File: config.mk
export PLATFORM = sky130hd
export DESIGN_NAME = modeBank
export DESIGN_NICKNAME = d
export VERILOG_FILES = /design/src/rtl/modeBankPkg.sv /design/src/rtl/modeCtrl.sv /design/src/rtl/modeRegs.sv /design/src/rtl/modeBank.sv
export SDC_FILE = /design/constraint.sdc
export NUM_CORES = 1
export LEC_CHECK = 0
export ABC_AREA = 1
export BUFFER_PORTS_ARGS = -buffer_cell sky130_fd_sc_hd__buf_2
export CAP_MARGIN = 20
export CORE_MARGIN = 1
export CORE_UTILIZATION = 32
export CTS_BUF_LIST = sky130_fd_sc_hd__clkbuf_8
export DETAILED_ROUTE_END_ITERATION = 6
export PLACE_DENSITY = 0.47
export SLEW_MARGIN = 5
export SYNTH_ARGS = -nofsm -noshare
export SYNTH_HDL_FRONTEND = slang
export SYNTH_HIERARCHICAL = 1
export SYNTH_SLANG_ARGS = --single-unit
export TNS_END_PERCENT = 20
File: constraint.sdc
create_clock -name clk -period 2.7 [get_ports clk]
set_input_delay 0.54 -clock clk [delete_from_list [all_inputs] [get_ports clk]]
set_output_delay 0.54 -clock clk [all_outputs]
set_load 0.05 [all_outputs]
File: src/rtl/modeBankPkg.sv
package modeBankPkg;
  localparam int LVL_NUM = 3;
  localparam logic [1:0] LVL_USER  = 2'd0;
  localparam logic [1:0] LVL_SUPER = 2'd1;
  localparam logic [1:0] LVL_HYPER = 2'd2;

  typedef struct packed {
    logic [LVL_NUM-1:0] wrSel;
    logic [LVL_NUM-1:0] tickSel;
  } bankStrobe_t;
endpackage

File: src/rtl/modeCtrl.sv
module modeCtrl
  import modeBankPkg::*;
(
  input  logic        clk,
  input  logic        rst,
  input  logic [1:0]  priv,
  input  logic        acsEn,
  input  logic        acsWe,
  input  logic [1:0]  acsIdx,
  input  logic        retire,
  output bankStrobe_t strobe,
  output logic        allowed,
  output logic [1:0]  curLvl,
  output logic        illegalAccess
);
  // reserved privilege code falls back to least privilege
  assign curLvl  = (priv == 2'd3) ? LVL_USER : priv;
  assign allowed = (acsIdx != 2'd3) && (acsIdx <= curLvl);

  for (genvar i = 0; i < LVL_NUM; i++) begin : g_sel
    assign strobe.wrSel[i]   = acsEn && acsWe && allowed && (acsIdx == 2'(i));
    assign strobe.tickSel[i] = retire && (curLvl == 2'(i));
  end

  always_ff @(posedge clk) begin
    if (rst) illegalAccess <= 1'b0;
    else     illegalAccess <= acsEn && !allowed;
  end
endmodule

File: src/rtl/modeRegs.sv
module modeRegs
  import modeBankPkg::*;
#(
  parameter int MODE_W = 16,
  parameter int CNT_W  = 16,
  localparam int REG_W = MODE_W + CNT_W
) (
  input  logic                              clk,
  input  logic                              rst,
  input  bankStrobe_t                       strobe,
  input  logic [REG_W-1:0]                  wrData,
  output logic [LVL_NUM-1:0][MODE_W-1:0]    modeQ,
  output logic [LVL_NUM-1:0][CNT_W-1:0]     cntQ
);
  localparam logic [CNT_W-1:0] CNT_ONE = CNT_W'(1);

  for (genvar i = 0; i < LVL_NUM; i++) begin : g_bank
    always_ff @(posedge clk) begin
      if (rst) begin
        modeQ[i] <= '0;
        cntQ[i]  <= '0;
      end else if (strobe.wrSel[i]) begin
        // a write overrides a simultaneous tick or expiry
        modeQ[i] <= wrData[MODE_W-1:0];
        cntQ[i]  <= wrData[REG_W-1:MODE_W];
      end else if (strobe.tickSel[i] && (cntQ[i] != '0)) begin
        cntQ[i] <= cntQ[i] - CNT_ONE;
        if (cntQ[i] == CNT_ONE) modeQ[i] <= '0;
      end
    end
  end
endmodule

File: src/rtl/modeBank.sv
module modeBank
  import modeBankPkg::*;
#(
  parameter int MODE_W = 16,
  parameter int CNT_W  = 16,
  localparam int REG_W = MODE_W + CNT_W
) (
  input  logic              clk,
  input  logic              rst,
  input  logic [1:0]        priv,
  input  logic              acsEn,
  input  logic              acsWe,
  input  logic [1:0]        acsIdx,
  input  logic [REG_W-1:0]  acsWdata,
  input  logic              retire,
  output logic [REG_W-1:0]  acsRdata,
  output logic [MODE_W-1:0] modeOut,
  output logic              illegalAccess
);
  bankStrobe_t                    strobe;
  logic                           allowed;
  logic [1:0]                     curLvl;
  logic [LVL_NUM-1:0][MODE_W-1:0] modeQ;
  logic [LVL_NUM-1:0][CNT_W-1:0]  cntQ;

  modeCtrl u_ctrl (
    .clk(clk), .rst(rst), .priv(priv), .acsEn(acsEn), .acsWe(acsWe),
    .acsIdx(acsIdx), .retire(retire), .strobe(strobe), .allowed(allowed),
    .curLvl(curLvl), .illegalAccess(illegalAccess)
  );

  modeRegs #(.MODE_W(MODE_W), .CNT_W(CNT_W)) u_regs (
    .clk(clk), .rst(rst), .strobe(strobe), .wrData(acsWdata),
    .modeQ(modeQ), .cntQ(cntQ)
  );

  always_comb begin
    acsRdata = '0;
    modeOut  = '0;
    for (int i = 0; i < LVL_NUM; i++) begin
      if (acsEn && allowed && (acsIdx == 2'(i))) acsRdata = {cntQ[i], modeQ[i]};
      if (curLvl == 2'(i)) modeOut = modeQ[i];
    end
  end
endmodule

==> results of run 1 <==
-- critical path, cell delays in order --
cell and delay (ps):
buf_8 110, inv_4 50, ha_4 120, inv_2 40, ha_4 210, nand2_2 50, nand2_2 70, a21boi_4 190
nand2_4 120, clkinv_8 100, buf_12 150, buf_8 130, nand3_4 80, nand3_4 100, buf_8 150
-- worst max-delay path by stage --
| stage | from | to | slack (ps) | cells past startpoint |
|---|---|---|---|---|
| after floorplan | priv[0] | acsRdata[31] | -30 | 12 |
| after global placement | priv[0] | acsRdata[20] | -310 | 14 |
| after detailed placement | priv[0] | acsRdata[20] | -350 | 14 |
| after CTS | priv[0] | acsRdata[11] | -110 | 13 |
| after global routing | priv[0] | acsRdata[25] | -130 | 15 |
| final | priv[0] | acsRdata[30] | -60 | 15 |
-- sequential cells by signal (all words and copies together), names as in the netlist --
register              count
u_ctrl/illegalAccess      1
u_regs/cntQ              48
u_regs/modeQ             48
-- cells by family (layout without fill, tap and decap cells) --
| kind of cell | after synthesis | after routing | synth area share (%) |
|---|---|---|---|
| AO/OA/AOI/OAI | 115 | 115 | 9.05 |
| XOR/XNOR | 10 | 10 | 1.32 |
| flip-flops | 97 | 97 | 29.2 |
| AND/OR/NAND/NOR | 724 | 724 | 49.5 |
| adder cells (fa/ha/maj) | 12 | 12 | 2.26 |
| buffers and inverters | 128 | 239 | 8.65 |
-- cells in the final DEF (no fill, tap or decap), types with 9 or more instances in the layout --
cell type / instances
o21ai_0: 18
clkbuf_8: 9
nand2_2: 11
nand3_2: 45
buf_6: 15
nand3_4: 41
nor2_2: 12
buf_8: 28
nand2_1: 300
buf_4: 46
buf_2: 54
dfxtp_1: 97
nor2_4: 11
a21oi_1: 88
inv_1: 58
nor2_1: 104
nand3_1: 178
-- area by class of cell --
class	count	area, um^2
repair buffers	154	1460
multi-input cells	861	4940
inverters	68	272
clock inverters	7	91.3
repair inverters	1	8.76
clock buffers	9	124
fillers	2207	11100
flip-flops and latches	97	1940
well taps	270	338
-- where the power goes --
part	internal (W)	switching, W	leakage (nW)
Combinational	0.00130	0.00228	3.11
Sequential	0.00163	0.000407	0.786
Clock	0.000459	0.000656	0.108
-- routing by layer --
metal | GRT usage [%] | vias up
li1 | - | 3785
met1 | 35.5 | 3585
met2 | 39.7 | 210
met3 | 2.81 | 29
met4 | 7.34 | 0
met5 | 0 | -
-- repair_timing --
action	4_1_cts	5_1_grt
cloned	4	4
buffers inserted	4	1
endpoints found under the setup margin	32	32
pin swaps	5	16
resized for setup	123	66
-- per-stage QoR --
step	area [um^2]	hold WS, ps	TNS (ps)	setup slack [ps]	total power, W
floorplan	7050	470	-169	-25.1	0.00462
global placement	8030	489	-9360	-310	0.00543
detailed placement	8030	491	-9940	-345	0.00543
CTS	8860	364	-2180	-107	0.00667
global route	9170	376	-3140	-133	0.00733
finish	9170	384	-911	-57.1	0.00673
==> results by group, run 1 <==
Clock tree
  • CTS max path bufs: 2
  • CTS root buf: clkbuf_8
  • Hold-fix buffers, CTS: 0
  • CTS tree: built
  • Htree depth: 3
  • CTS sink cnt: 97
  • CTS Buf Count: 9
  • Worst skew pair latency: 410 ps
  • Clock slew seen by the registers of the worst setup and hold paths: 120 ps

Detailed routing
  • Routed length on met2: approximately 12 mm
  • Drt drc: 0
  • Drt total wl: 26.7 mm
  • WL/cell: 18.2 um
  • Vias: about 7600
  • DRT Pass-1 Iters: 5
  • M1 wire length: 12.8 mm
  • Via-per-instance ratio: around 5.2
  • DR WL met3: 1.43 mm
  • Top Layer Used: met4
  • Post-DRT Antenna Nets: 0
  • Initial DRC count: 505

Synthesis
  • Cell taking the most area after synthesis: dfxtp_1
  • Synth Area per Inst: 6.12 um^2
  • Post-Syn Area: 6650 um^2
  • Post-synth EDFFs: 0
  • #FFs+latches synth: 97
  • Synth top area cells: dfxtp_1 29%, nand3_1 20%, nand2_1 17%
  • Synth unique cells: 33
  • Top-count cell post-synth: nand2_1
  • Synth Net Count: 1139
  • Seq/Total Area, Yosys: 29.2%
  • Synth Warn #: 6
  • Most instantiated cells after synthesis: 301 x nand2_1, 262 x nand3_1, 107 x nor2_1, 97 x dfxtp_1, 88 x a21oi_1
  • Cells after Synth: 1086
  • Async set-reset flop share out of synthesis: 0%
  • Primary FF master, synth: dfxtp_1
  • Post-synth top area share: slightly below 30%

Final layout
  • ANT cells: 0
  • Util after Layout: 45.2%
  • Total Nets Final: 1245
  • Synthesis-to-layout area growth: 37.9%
  • Share of layout cells above drive strength 1: between 20% and 30%
  • Non-filler cells, final: 1467

Critical path
  • Worst endpoint required time: ~2200 ps
  • CP max FO: 7
  • Crit path kind: input port to primary output
  • R2R Setup Slk: 690 ps
  • WP data arrival: 2220 ps
  • Critical R2R Launch: u_regs/cntQ[0]
  • RR Endpoint: u_regs/cntQ[6]
  • Worst R2R Path Depth: 9
  • Setup crit start kind: input port
  • CP endpoint kind: primary output

Hold path
  • WHS Endpoint: u_regs/modeQ[42]
  • Worst Hold Depth: 3
  • Hold wc startpoint: acsWdata[10]
  • Hold Crit Class: input port to flip-flop

Floorplanning
  • Chip height: 146 um
  • Initial Utilization: between 30% and 40%
  • Core Footprint: 20300 um^2
  • Ports: 90
  • Cell Rows: 52
  • Die W: 146 um
  • DIE AREA: 21400 um^2

Global routing
  • First-pass GRT wire length: between 40 and 50 mm
  • Initial antenna violation count: 0
  • Gr usage total: 25.1%
  • Global route overflow: 0
  • Vias in the first global route: 7277
  • Pin count of the biggest net entering global routing: between 40 and 50

STA
  • Hold Fails Final Rpt: 0
  • Max Clock Skew: 18.6 ps
  • Fin crit period: 2760 ps
  • Final Worst Setup Slack: -57.1 ps
  • Slew headroom: approximately three fifths
  • Setup-failing EPs final: 27
  • Unrepaired setup endpoints after global routing: true
  • Worst Max-Slew Pin Slew: 627 ps
  • Max Slew Vio Count: 0
  • F_max: 0.363 GHz
  • Period utilization: 102%

Outcome
  • Status: finished with violations
  • Failing checks: setup timing

Place
  • Port Buffers: 89
  • Dpl hpwl: 17.8 mm
  • Routability congestion estimate: 0.866
  • Cells after DPL: roughly 1400

Flow run
  • Max cap viols: 0

Power
  • Worst vdd ir: between 0.3 and 0.4 mV
  • PwrDens: 734 nW/um^2
  • Leak Pwr: 4.00 nW
No activity file was read; power rests on OpenSTA's default activity.
==> run 2, diff against run 1 <==
--- a/config.mk
+++ b/config.mk
@@ -8,6 +8,7 @@
 export ABC_AREA = 1
 export BUFFER_PORTS_ARGS = -buffer_cell sky130_fd_sc_hd__buf_2
 export CAP_MARGIN = 20
+export CORE_ASPECT_RATIO = 0.6
 export CORE_MARGIN = 1
 export CORE_UTILIZATION = 32
 export CTS_BUF_LIST = sky130_fd_sc_hd__clkbuf_8
==> results by group, run 2 (synthesis gave the netlist of run 1 again) <==
Outcome
  • Status: finished with violations
  • Failing checks: setup timing

STA
  • Worst Max-Slew Pin Slew: 560 ps (-66.9 ps)
  • Max Slew Vio Count: 0 (unchanged)
  • Final Worst Setup Slack: -83.5 ps (-26.4 ps)
  • Fin crit period: 2780 ps (+26.4 ps)
  • Hold Fails Final Rpt: 0 (unchanged)
  • Slew headroom: 62.5% (+4.5 points)
  • F_max: 0.359 GHz (-0.95%)
  • Max Clock Skew: 16.4 ps (-2.15 ps)
  • Period utilization: 103% (+0.98 points)
  • Hold WS: 392 ps (+8.10 ps)
  • Setup-failing EPs final: 31 (+15%)
  • TNS Setup: -1440 ps (-533 ps)
  • Unrepaired setup endpoints after global routing: true

Detailed routing
  • DRT Pass-1 Iters: 7 (+2)
  • Post-DRT Antenna Nets: 0 (unchanged)
  • Initial DRC count: 759 (+50%)
  • Drt total wl: 27.3 mm (+2.0%)
  • Vias: 7735 (+1.7%)
  • Via-per-instance ratio: 5.27 (+1.6%)
  • WL/cell: 18.6 um (+1.9%)
  • Drt drc: 0 (unchanged)

Hold path
  • WHS Endpoint: u_regs/modeQ[23]
  • Worst Hold Depth: 3 (unchanged)
  • Hold Crit Class: input port to flip-flop
  • Hold wc startpoint: acsWdata[7]

Floorplanning
  • Cell Rows: 40 (-23%)
  • Initial Utilization: 33.0% (+0.21 points)
  • Chip height: 114 um (-22%)
  • DIE AREA: 21400 um^2 (about the same)
  • Die W: 188 um (+29%)
  • Core Footprint: 20200 um^2 (-0.64%)
  • Ports: 90 (unchanged)

Final layout
  • Multi-input logic area: 5010 um^2 (+1.5%)
  • Register area: 1940 um^2 (unchanged)
  • Post-route cell area: 9320 um^2 (+1.6%)
  • Most frequent cells in the layout: 300 x nand2_1, 170 x nand3_1, 104 x nor2_1
  • ANT cells: 0 (unchanged)
  • # fillers: 2117 (-4.1%)
  • Share of layout cells above drive strength 1: 27.0% (+0.55 points)
  • Total Nets Final: 1243 (-0.16%)
  • Largest regs: u_regs/cntQ: 48 flops, u_regs/modeQ: 48 flops, u_ctrl/illegalAccess: 1 flops
  • Commonest non-fill, non-tap cell in the layout: nand2_1
  • Synthesis-to-layout area growth: 40.1%

Critical path
  • CP endpoint kind: primary output
  • WP data arrival: 2240 ps (+20 ps)
  • Worst endpoint required time: 2160 ps (about the same)
  • Setup crit start kind: input port
  • R2R Setup Slk: 670 ps (-20 ps)
  • CP max FO: 8 (+1)
  • RR Endpoint: u_regs/cntQ[3]
  • Crit path kind: input port to primary output
  • Critical R2R Launch: u_regs/cntQ[0]
  • Worst R2R Path Depth: 9 (unchanged)

Power
  • Leak Pwr: 4.03 nW (+0.71%)
  • Post-layout power: 0.00671 W (-0.26%)
  • PwrDens: 721 nW/um^2 (-1.8%)
  • Worst vdd ir: 0.318 mV (-4.8%)

Place
  • Routability congestion estimate: 0.845 (-2.4%)
  • Port Buffers: 89 (unchanged)
  • Dpl hpwl: 18.7 mm (+5.5%)
  • DP Area: 8050 um^2 (+0.20%)

Clock tree
  • CTS max path bufs: 2 (unchanged)
  • CTS Buf Count: 9 (unchanged)
  • Worst skew pair latency: 410 ps (about the same)
  • Htree depth: 3 (unchanged)
  • CTS tree: built
  • CTS sink cnt: 97 (unchanged)
  • Clock slew seen by the registers of the worst setup and hold paths: 110 ps (about the same)
  • CTS root buf: clkbuf_8
  • Hold-fix buffers, CTS: 0 (unchanged)

Flow run
  • Max cap viols: 0 (unchanged)

Global routing
  • Gr usage total: 24.6% (-0.42 points)
  • First-pass GRT wire length: 40.4 mm (-2.8%)
  • Global route overflow: 0 (unchanged)
  • Vias in the first global route: 6728 (-7.5%)
  • Pin count of the biggest net entering global routing: 38 (-22%)
  • Initial antenna violation count: 0 (unchanged)
-- run 2: metal layers --
| metal | wire length (um) | global-route usage (%) | share of wire (%) |
|---|---|---|---|
| met1 | 14000 | 39.0 | 51 |
| met2 | 10700 | 32.4 | 39 |
| met3 | 2360 | 6.68 | 8.6 |
| met4 | 209 | 3.85 | 0.77 |
| met5 | 0 | 0 | 0 |
-- run 2: report_power, final --
part	leakage [nW]	switching, W	internal [W]
sequential	0.786	0.000398	0.00163
clock	0.107	0.000595	0.000458
combinational	3.14	0.00232	0.00130
total	4.03	0.00332	0.00339
-- run 2: how the worst max path moves through the flow --
stage | cells past startpoint | from | end | slack (ps)
CTS | 14 | priv[0] | acsRdata[30] | -80
global placement | 14 | priv[0] | acsRdata[5] | -320
finish | 13 | priv[0] | acsRdata[31] | -80
detailed placement | 14 | priv[0] | acsRdata[5] | -340
floorplan | 12 | priv[0] | acsRdata[31] | -30
global route | 13 | priv[0] | acsRdata[31] | -130
-- run 2: timing repair --
action                     CTS  global route
gates cloned                 1             8
pin swaps                    8            22
setup buffers                6             3
setup endpoints to repair   32            32
resized for setup          103            95
-- run 2: area by class of cell --
cell class              instances  area share, %
clock buffers                  10           1.48
flip-flops and latches         97           20.8
repair buffers                152           16.4
well taps                     273           3.67
repair inverters                1          0.121
inverters                      68           2.91
multi-input cells             861           53.8
clock inverters                 6          0.712
-- run 2: through the flow --
step	util [%]	std cells	setup WS, ps
3_3_place_gp	39.9	1435	-325
3_5_place_dp	39.9	1435	-344
6_report	46.2	1468	-83.5
5_1_grt	46.2	1468	-125
4_1_cts	43.1	1458	-83.2
2_1_floorplan	-	1086	-25.1
-- run 2: critical path: stages --
cell       delay (ps)
buf_8             110
inv_4              50
ha_4              120
inv_2              40
ha_4              280
nand2_4            60
a21boi_4          200
nand2_4           140
clkinv_8          130
clkbuf_16         210
nand3_4            90
nand3_2            90
buf_6             150
==> run 3, diff against run 2 <==
--- a/config.mk
+++ b/config.mk
@@ -5,7 +5,6 @@
 export SDC_FILE = /design/constraint.sdc
 export NUM_CORES = 1
 export LEC_CHECK = 0
-export ABC_AREA = 1
 export BUFFER_PORTS_ARGS = -buffer_cell sky130_fd_sc_hd__buf_2
 export CAP_MARGIN = 20
 export CORE_ASPECT_RATIO = 0.6
@@ -13,7 +12,8 @@
 export CORE_UTILIZATION = 32
 export CTS_BUF_LIST = sky130_fd_sc_hd__clkbuf_8
 export DETAILED_ROUTE_END_ITERATION = 6
-export PLACE_DENSITY = 0.47
+export PLACE_DENSITY = 0.48
+export RECOVER_POWER = 25
 export SLEW_MARGIN = 5
 export SYNTH_ARGS = -nofsm -noshare
 export SYNTH_HDL_FRONTEND = slang
==> results by group, run 3 <==
Outcome
  • Status: finished with violations
  • Failing checks: setup timing

Floorplanning
  • Core Footprint: 18500 um^2 (-8.3%)
  • Die W: 181 um (-3.5%)
  • DIE AREA: 19900 um^2 (-6.9%)
  • Chip height: 110 um (-3.5%)
  • Initial Utilization: 33.4% (+0.46 points)
  • Ports: 90 (unchanged)
  • Cell Rows: 38 (-5.0%)

Clock tree
  • Clock slew seen by the registers of the worst setup and hold paths: 100 ps (about the same)
  • Htree depth: 3 (unchanged)
  • CTS Buf Count: 9 (unchanged)
  • CTS root buf: clkbuf_8
  • Worst skew pair latency: 390 ps (-20 ps)
  • CTS max path bufs: 2 (unchanged)
  • CTS sink cnt: 97 (unchanged)
  • CTS tree: built

Final layout
  • Commonest non-fill, non-tap cell in the layout: dfxtp_1
  • Total Nets Final: 844 (-32%)
  • Synthesis-to-layout area growth: 28.9%
  • ANT cells: 0 (unchanged)
  • Share of layout cells above drive strength 1: 30.2% (+3.1 points)
  • Non-filler cells, final: 1036 (-29%)
  • Largest regs: u_regs/cntQ: 48 flops, u_regs/modeQ: 48 flops, u_ctrl/illegalAccess: 1 flops
  • Most frequent cells in the layout: 97 x dfxtp_1, 64 x buf_4, 54 x buf_2
  • # fillers: 1789 (-15%)
  • Post-route cell area: 7970 um^2 (-14%)

Detailed routing
  • DRT Pass-1 Iters: 5 (-2)
  • WL/cell: 22.2 um (+19%)
  • Drt drc: 0 (unchanged)
  • Drt total wl: 23.0 mm (-16%)
  • Vias: 6188 (-20%)
  • Initial DRC count: 632 (-17%)
  • Via-per-instance ratio: 5.97 (+13%)
  • Post-DRT Antenna Nets: 0 (unchanged)

STA
  • Slew headroom: 46.4% (-16 points)
  • Fin crit period: 2910 ps (+123 ps)
  • F_max: 0.344 GHz (-4.2%)
  • TNS Setup: -5810 ps (-4370 ps)
  • Worst Max-Slew Pin Slew: 794 ps (+234 ps)
  • Hold Fails Final Rpt: 0 (unchanged)
  • Setup-failing EPs final: 32 (+3.2%)
  • Max Slew Vio Count: 0 (unchanged)
  • Final Worst Setup Slack: -207 ps (-123 ps)
  • Hold WS: 397 ps (+4.76 ps)
  • Period utilization: 108% (+4.6 points)
  • Unrepaired setup endpoints after global routing: true
  • Max Clock Skew: 14.6 ps (-1.81 ps)

Power
  • Leak Pwr: 3.15 nW (-22%)
  • Comb power frac: 45.1% (-9.0 points)
  • Worst vdd ir: 0.290 mV (-8.9%)
  • Sequential power share: 36.3% (+6.0 points)
  • PwrDens: 647 nW/um^2 (-10%)
  • Switch share: 44.5% (-4.9 points)
  • Internal: 0.00286 W (-16%)
  • Switching power: 0.00230 W (-31%)
  • Clock power frac: 18.6% (+2.9 points)

Place
  • Cells after DPL: 1015 (-29%)
  • Port Buffers: 89 (unchanged)
  • DP Area: 7380 um^2 (-8.3%)
  • Routability congestion estimate: 0.864 (+2.2%)
  • Post-Place Setup Slack: -398 ps (-54.0 ps)
  • Dpl hpwl: 17.0 mm (-9.1%)

Critical path
  • WP data arrival: 2370 ps (+130 ps)
  • CP Launch Point: priv[0]
  • Worst endpoint required time: 2160 ps (about the same)
  • Cell Chain, Critical Path: buf_8 -> inv_4 -> ha_4 -> inv_2 -> ha_4 -> nor2b_4 -> a2bb2oi_4 -> nor2_2 -> and4b_4 -> buf_12 -> buf_12 -> o2bb2ai_2 -> buf_6
  • Kind of cell adding the most delay to the critical path: buffers and inverters
  • Crit path kind: input port to primary output
  • Setup crit start kind: input port
  • CP endpoint kind: primary output
  • Buf/Inv on CP: 6 (unchanged)
  • CP peak stage delay: 350 ps (+70 ps)
  • CP max stage cell: and4b_4
  • CP max FO: 7 (-1)
  • Critical R2R Launch: u_regs/cntQ[16]

Synthesis
  • Synth Warn #: 6 (unchanged)
  • Post-synth EDFFs: 0 (unchanged)
  • Cells after Synth: 661 (-39%)
  • Seq/Total Area, Yosys: 31.4% (+2.2 points)
  • Post-synth top area share: 31.4% (+2.2 points)
  • Primary FF master, synth: dfxtp_1
  • Most instantiated cells after synthesis: 97 x dfxtp_1, 52 x mux2i_1, 46 x nor2_1, 45 x a22o_1, 31 x clkbuf_1
  • Top-count cell post-synth: dfxtp_1
  • Async set-reset flop share out of synthesis: 0% (unchanged)
  • #FFs+latches synth: 97 (unchanged)
  • Synth Net Count: 714 (-37%)
  • Synth Area per Inst: 9.35 um^2 (+53%)
  • Post-Syn Area: 6180 um^2 (-7.0%)
  • Cell taking the most area after synthesis: dfxtp_1
  • Synth top area cells: dfxtp_1 31%, mux2i_1 8.4%, o2bb2ai_2 7.3%
  • Synth unique cells: 77 (+130%)

Global routing
  • Pin count of the biggest net entering global routing: 46 (+21%)
  • Global route overflow: 0 (unchanged)
  • First-pass GRT wire length: 35.0 mm (-13%)
  • Initial antenna violation count: 0 (unchanged)
  • Vias in the first global route: 5859 (-13%)
  • Gr usage total: 23.3% (-1.3 points)

Hold path
  • Hold Crit Class: input port to flip-flop
  • Hold wc startpoint: acsWdata[6]

Flow run
  • Max cap viols: 0 (unchanged)
-- run 3: area by class of cell --
cell class                 count  area [um^2]  share of cell area, %
tap                          240          300                   3.77
timing repair buffer         170         1440                   18.1
sequential                    97         1940                   24.4
clock inverter                 6         48.8                  0.612
multi-input combinational    489         4010                   50.3
inverter                      24         92.6                   1.16
clock buffer                  10          138                   1.73
-- run 3: cells by family after synthesis --
| family | Yosys count | synth area share, % |
|---|---|---|
| flip-flops | 97 | 31.4 |
| buffers and inverters | 75 | 6.21 |
| adder cells (fa/ha/maj) | 12 | 2.43 |
| XOR/XNOR | 5 | 0.708 |
| AO/OA/AOI/OAI | 217 | 31.8 |
| multiplexers | 52 | 8.42 |
| AND/OR/NAND/NOR | 203 | 19.1 |
-- run 3: worst register-to-register path: stages, from the launching register on --
cell      delay, ps
dfxtp_1         400
inv_1           110
ha_1            260
or3b_1          510
nor4_2          550
o41ai_1         170
a311oi_2        280
-- run 3: power groups by stage --
stage	sequential, W	clock [W]	combinational (W)
after global routing	0.00190	0.00104	0.00250
final	0.00187	0.000960	0.00232
after floorplan	0.00179	0	0.00151
after detailed placement	0.00189	0	0.00222
after global placement	0.00189	0	0.00219
after CTS	0.00186	0.000986	0.00228
-- run 3: final timing paths --
kind	endpoint	slack, ps	depth (start not counted)
min reg2reg	u_regs/modeQ[5]	520	1
max reg2reg	u_regs/cntQ[25]	330	6
max	acsRdata[18]	-210	13
min	u_regs/modeQ[6]	400	2
-- run 3: per-layer routing --
metal,part of all wire [%],track usage [%],vias up
met5,0.37,3.25,-
met2,40,31.4,220
met1,50,35.5,3064
met4,0.63,4.06,2
li1,-,-,2890
met3,9.2,6.99,12
-- run 3: what timing repair did --
item / 4_1_cts / 5_1_grt
gates cloned: 2 / 0
endpoints found under the hold margin: 0 / 0
gates resized for setup: 85 / 7
hold buffers: 0 / 0
buffers inserted: 3 / 0
pin swaps: 3 / 0
endpoints found under the setup margin: 32 / 32
-- run 3: metrics by stage --
stage	util, %	total power, W
finish	43.1	0.00516
global route	43.1	0.00544
CTS	43.2	0.00512
detailed placement	39.9	0.00411
global placement	39.9	0.00408
floorplan	-	0.00330
